**src/rtl/dhp_pkg.sv**
```systemverilog
package dhp_pkg;

    localparam int DHP_DATA_W = 8;
    localparam int DHP_ADDR_W = 8;

    // Kind of host access decoded on a strobe release.
    typedef enum logic [1:0] {
        ACC_NONE = 2'd0,
        ACC_CMD  = 2'd1,
        ACC_WR   = 2'd2,
        ACC_RD   = 2'd3
    } acc_kind_e;

endpackage

```
**src/rtl/dhp_strobe_sync.sv**
```systemverilog
module dhp_strobe_sync #(
    parameter int STAGES = 2
) (
    input  logic clk,
    input  logic rst_n,
    input  logic strobe_n,
    output logic release_p
);
    logic [STAGES-1:0] sync_d, sync_q;
    logic              last_d, last_q;

    always_comb begin
        sync_d    = {sync_q[STAGES-2:0], strobe_n};
        last_d    = sync_q[STAGES-1];
        release_p = sync_q[STAGES-1] & ~last_q;
    end

    always_ff @(posedge clk or negedge rst_n) begin
        if (!rst_n) begin
            sync_q <= '1;
            last_q <= 1'b1;
        end else begin
            sync_q <= sync_d;
            last_q <= last_d;
        end
    end

    // a release yields one pulse, never two in a row
    a_r11_single_pulse: assert property (@(posedge clk) disable iff (!rst_n)
        release_p |=> !release_p);

endmodule

```
**src/rtl/dhp_access_decode.sv**
```systemverilog
module dhp_access_decode
    import dhp_pkg::*;
(
    input  logic      sel_lo_n,
    input  logic      sel_hi,
    input  logic      dc_sel,
    input  logic      rd_rel,
    input  logic      wr_rel,
    output acc_kind_e kind
);
    logic selected;

    always_comb begin
        selected = ~sel_lo_n & sel_hi;
        kind     = ACC_NONE;
        if (selected) begin
            if (wr_rel)
                kind = dc_sel ? ACC_WR : ACC_CMD;
            else if (rd_rel && dc_sel)
                kind = ACC_RD;
        end
    end

endmodule

```
**src/rtl/dhp_ram.sv**
```systemverilog
module dhp_ram #(
    parameter int DATA_W = 8,
    parameter int ADDR_W = 8
) (
    input  logic              clk,
    input  logic              we,
    input  logic [ADDR_W-1:0] addr,
    input  logic [DATA_W-1:0] wdata,
    output logic [DATA_W-1:0] rdata
);
    localparam int DEPTH = 1 << ADDR_W;

    logic [DATA_W-1:0] mem_q [DEPTH];

    always_ff @(posedge clk) begin
        if (we)
            mem_q[addr] <= wdata;
    end

    assign rdata = mem_q[addr];

endmodule

```
**src/rtl/dispram_host_port.sv**
```systemverilog
module dispram_host_port
    import dhp_pkg::*;
#(
    parameter int DATA_W      = DHP_DATA_W,
    parameter int ADDR_W      = DHP_ADDR_W,
    parameter int SYNC_STAGES = 2
) (
    input  logic              clk,
    input  logic              rst_n,
    input  logic              sel_lo_n,
    input  logic              sel_hi,
    input  logic              dc_sel,
    input  logic              rd_n,
    input  logic              wr_n,
    input  logic [DATA_W-1:0] bus_in,
    output logic [DATA_W-1:0] bus_out,
    output logic              bus_oe
);
    typedef struct packed {
        logic [ADDR_W-1:0] ptr;
        logic [DATA_W-1:0] hold;
    } port_state_t;

    port_state_t       st_d, st_q;
    logic              rd_rel, wr_rel;
    acc_kind_e         kind;
    logic              ram_we;
    logic [DATA_W-1:0] ram_rdata;

    dhp_strobe_sync #(.STAGES(SYNC_STAGES)) u_rd_sync (
        .clk       (clk),
        .rst_n     (rst_n),
        .strobe_n  (rd_n),
        .release_p (rd_rel)
    );

    dhp_strobe_sync #(.STAGES(SYNC_STAGES)) u_wr_sync (
        .clk       (clk),
        .rst_n     (rst_n),
        .strobe_n  (wr_n),
        .release_p (wr_rel)
    );

    dhp_access_decode u_decode (
        .sel_lo_n (sel_lo_n),
        .sel_hi   (sel_hi),
        .dc_sel   (dc_sel),
        .rd_rel   (rd_rel),
        .wr_rel   (wr_rel),
        .kind     (kind)
    );

    dhp_ram #(.DATA_W(DATA_W), .ADDR_W(ADDR_W)) u_ram (
        .clk   (clk),
        .we    (ram_we),
        .addr  (st_q.ptr),
        .wdata (bus_in),
        .rdata (ram_rdata)
    );

    always_comb begin
        st_d   = st_q;
        ram_we = 1'b0;
        unique case (kind)
            ACC_CMD: st_d.ptr = ADDR_W'(bus_in);
            ACC_WR: begin
                ram_we    = 1'b1;
                st_d.hold = bus_in;
                st_d.ptr  = st_q.ptr + 1'b1;
            end
            ACC_RD: begin
                st_d.hold = ram_rdata;
                st_d.ptr  = st_q.ptr + 1'b1;
            end
            default: ;
        endcase
    end

    always_ff @(posedge clk or negedge rst_n) begin
        if (!rst_n)
            st_q <= '0;
        else
            st_q <= st_d;
    end

    assign bus_out = st_q.hold;
    assign bus_oe  = rst_n & ~sel_lo_n & sel_hi & dc_sel & ~rd_n;

    // no state change while the chip selects are inactive
    a_r1_desel_stable: assert property (@(posedge clk) disable iff (!rst_n)
        (sel_lo_n || !sel_hi) |=> $stable(st_q));

    // an address load takes the bus byte and keeps the holding register
    a_r4_cmd_load: assert property (@(posedge clk) disable iff (!rst_n)
        (kind == ACC_CMD) |=> (st_q.ptr == ADDR_W'($past(bus_in))) && $stable(st_q.hold));

    // a data write captures the bus byte and advances the pointer
    a_r5_wr_capture: assert property (@(posedge clk) disable iff (!rst_n)
        (kind == ACC_WR) |=> (st_q.hold == $past(bus_in))
                             && (st_q.ptr == ADDR_W'($past(st_q.ptr) + 1'b1)));

    // a data read moves the RAM byte into the holding register
    a_r6_rd_fetch: assert property (@(posedge clk) disable iff (!rst_n)
        (kind == ACC_RD) |=> (st_q.hold == $past(ram_rdata)));

    // a command-side read leaves the state alone
    a_r10_cmd_read_idle: assert property (@(posedge clk) disable iff (!rst_n)
        (rd_rel && !wr_rel && !dc_sel) |=> $stable(st_q));

endmodule

```
**config.mk**
```make
export PLATFORM = sky130hd
export DESIGN_NAME = dispram_host_port
export DESIGN_NICKNAME = d
export VERILOG_FILES = /design/src/rtl/dhp_pkg.sv /design/src/rtl/dhp_strobe_sync.sv /design/src/rtl/dhp_access_decode.sv /design/src/rtl/dhp_ram.sv /design/src/rtl/dispram_host_port.sv
export SDC_FILE = /design/constraint.sdc
export NUM_CORES = 2
export LEC_CHECK = 0
export BUFFER_PORTS_ARGS = -buffer_cell sky130_fd_sc_hd__buf_2
export CAP_MARGIN = 20
export CORE_ASPECT_RATIO = 1.5
export CORE_MARGIN = 5
export CORE_UTILIZATION = 54
export DETAILED_ROUTE_END_ITERATION = 8
export PLACE_DENSITY_LB_ADDON = 0.1
export SLEW_MARGIN = 20
export SYNTH_ARGS = -nofsm -noshare
export SYNTH_HDL_FRONTEND = slang
export SYNTH_HIERARCHICAL = 1
export SYNTH_SLANG_ARGS = --single-unit
```
**constraint.sdc**
```tcl
create_clock -name clk -period 2.9 [get_ports clk]
set_input_delay 0.58 -clock clk [delete_from_list [all_inputs] [get_ports clk]]
set_output_delay 0.58 -clock clk [all_outputs]
set_load 0.05 [all_outputs]
```
==> run metrics <==
outcome=complete, but fails checks; failing checks=setup timing; largest net degree at the start of global routing=99; FF+latch count, synth=between 2000 and 2500; die height=480 um; Post-DP HPWL=131000 um; register-to-register setup slack=-310 ps; Post-Syn Nets=about 3700; Slew Limit Fails=0; Clock Path Buffers=3; IO Port Bufs=23; number of nets in the layout=around 4400; Worst EP required=roughly 3600 ps; register area share after synthesis=0.781; final worst slack=-305 ps; vias in the first global route=roughly 42000; IO Pins=24; layout cells sized above 1=0.380; mapped cell area=about 79000 um2; Row Count=~170; Total Die Area=~160000 um2; CP bufs+invs=4; Setup crit end kind=register; arrival time worst endpoint=~4000 ps; CTS tree=built; DIE WIDTH=~320 um; pwr dens=between 800 and 900 nW/um2; worst skew pair latency=a little over 800 ps; maximum VDD drop=slightly below 0.8 mV; CTS Root Buffer Type=clkbuf_16; CP delay by family, top=compound AO/OA/AOI/OAI gates; final hold viol count=0; GRT Total Usage=0.265; first-pass GRT wire length=a little under 300000 um; number of stages on the worst setup path=11; Vias=40800; Starting Density=0.543; global route overflow=0; cell area after layout=95100 um2; wire length per cell=31.8 um; CTS buffer count=183; CP startpoint=st_q[8]$_DFFE_PN0P_; final setup vio count=between 500 and 600; Slowest cell on crit path=mux4_2; fillcell total=between 9000 and 10000; final wirelength=roughly 200000 um; static leakage=30.4 nW; crit-path cells=buf_6 -> bufbuf_16 -> buf_4 -> mux4_2 -> a22oi_1 -> a21oi_1 -> o41ai_2 -> buf_4 -> nand4_1 -> mux2i_1 -> a21oi_1; critical path class=register to register; CORE AREA=~150000 um2; clock sink count=between 2000 and 2500; RR Startpoint=st_q[8]$_DFFE_PN0P_; Starting DRT DRC Count=roughly 4500; ANT nets after route=0; Max Clock Skew=approximately 18 ps; Reg clk slew, reported paths=around 70 ps; unrepaired setup endpoints after global routing=yes; vias per cell=~6.4; Residual DRC=0; Distinct cells, synth=39; crit path to=bus_out[1]$_DFFE_PN0N_; Detailed Routing Iterations Pass 1=5; slowest stage delay, CP=510 ps; total design power=between 70 and 80 mW; hold crit path type=input pin to register; Avg Inst Size Synth=between 20 and 25 um2; worst-margin pin slew=988 ps; Synth warnings=6; reg2reg end=bus_out[1]$_DFFE_PN0N_; Max Clk Rate=between 300 and 400 MHz; Startpoint Class=register; Mapped Cells=3651; r2r worst-path depth=11; Slew HR=0.341; area delta synth->final=19.6%; maxcap violations=0; fin crit share=1.11; H-tree depth=4; routability cong.=0.878; Tmin final=~3200 ps; initial antenna violation count=3; highest fanout seen on the critical path=10; placed inst area=just under 90000 um2
[per-layer routing]
layer,GRT usage,up-vias,part of all wire
met5,0,-,0
met4,0.111,0,0.047
met3,0.0359,389,0.059
met2,0.459,1672,0.53
met1,0.341,21900,0.37
li1,-,16800,-
[Yosys cell counts (all sizes together)]
cell / n / area (um2)
a211oi: 6 / 45.0
a21oi: 142 / 714
a22oi: 256 / 1920
a31oi: 3 / 18.8
and2: 3 / 18.8
and3: 1 / 6.26
buf: 97 / 631
clkbuf: 148 / 556
dfrtp: 16 / 400
dfstp: 6 / 158
edfxtp: 2048 / 61500
ha: 1 / 12.5
inv: 2 / 7.51
mux2i: 10 / 100
mux4: 512 / 11500
nand2: 31 / 116
nand2b: 8 / 57.6
nand3: 16 / 85.1
nand3b: 1 / 7.51
nand4: 9 / 56.3
nand4b: 1 / 8.76
nor2: 243 / 912
nor2b: 15 / 111
nor3: 30 / 150
nor3b: 1 / 12.5
o21ai: 4 / 20.0
o41ai: 32 / 280
or2: 3 / 18.8
or3: 4 / 25.0
xnor2: 1 / 8.76
xor2: 1 / 8.76
[per-stage QoR]
| step | setup slack [ps] | utilization | hold slack, ps | TNS (ps) | std cells |
|---|---|---|---|---|---|
| CTS | -298 | 0.644 | 217 | -2630 | 6382 |
| floorplan | -159 | - | 284 | -5080 | 3651 |
| detailed placement | -972 | 0.594 | 350 | -470580 | 6016 |
| global route | -360 | 0.650 | 242 | -72030 | 6408 |
| finish | -305 | 0.650 | 271 | -11580 | 6410 |
| global placement | -920 | 0.594 | 348 | -407060 | 6016 |
[worst min path at each step]
stage	start	cells after the start	endpoint	slack, ps
after floorplan	rst_n	0	bus_out[0]$_DFFE_PN0N_	280
after global placement	u_rd_sync/sync_q[0]$_DFF_PN1_	0	u_rd_sync/sync_q[1]$_DFF_PN1_	350
after detailed placement	u_wr_sync/sync_q[0]$_DFF_PN1_	0	u_wr_sync/sync_q[1]$_DFF_PN1_	350
after CTS	bus_in[2]	1	u_ram/mem_q[174][2]$_DFFE_PP_	220
after global routing	bus_in[2]	1	u_ram/mem_q[174][2]$_DFFE_PP_	240
final	bus_in[2]	1	u_ram/mem_q[174][2]$_DFFE_PP_	270
[cells in the final DEF (no fill, tap or decap), types with 29 or more instances in the layout]
cell type and n:
bufinv_16 29, clkbuf_16 191, a22oi_1 201, a21oi_2 42
mux4_2 512, buf_4 563, buf_6 64, a21oi_1 100
edfxtp_1 2048, clkinv_1 32, nor2_1 228, buf_12 73
a22oi_2 55
[cells by family (layout without fill, tap and decap cells)]
group | Yosys count | in the layout | share of synthesized area
mux | 522 | 522 | 0.146
flops | 2070 | 2070 | 0.781
compound gates | 443 | 443 | 0.0377
simple gates | 366 | 366 | 0.0200
fa+ha+maj | 1 | 1 | 0.000157
buf+inv | 247 | 1089 | 0.0150
other cells | 0 | 3 | 0
xor+xnor | 2 | 2 | 0.000220
[layout make-up]
cell class / instances / area (um2) / share of cell area
tap: 1914 / 2390 / 0.0252
timing repair buffer: 750 / 7220 / 0.0760
inverter: 2 / 7.51 / 0.0000790
clock inverter: 121 / 1420 / 0.0149
antenna: 3 / 7.51 / 0.0000790
sequential: 2070 / 62100 / 0.653
multi-input combinational: 1334 / 17100 / 0.180
clock buffer: 216 / 4830 / 0.0508
[where the power goes]
group	switching, mW	internal, mW
clock network	10.8	14.5
logic	10.2	8.76
registers	0.195	33.0
[flip-flops by register name, summed over array words and instances, names as in the netlist]
register / flops
bus_out: 8
st_q: 8
u_ram/mem_q: 2048
u_rd_sync/last_q: 1
u_rd_sync/sync_q: 2
u_wr_sync/last_q: 1
u_wr_sync/sync_q: 2
[repair_timing]
item / CTS / global route
gates cloned: 6 / 3
endpoints found under the setup margin: 1888 / 933
pin swaps: 17 / 13
gates resized for setup: 138 / 122
hold buffers: 3 / 0
endpoints found under the hold margin: 18 / 0
setup buffers: 20 / 23
Power figures use the tool's default switching activity.
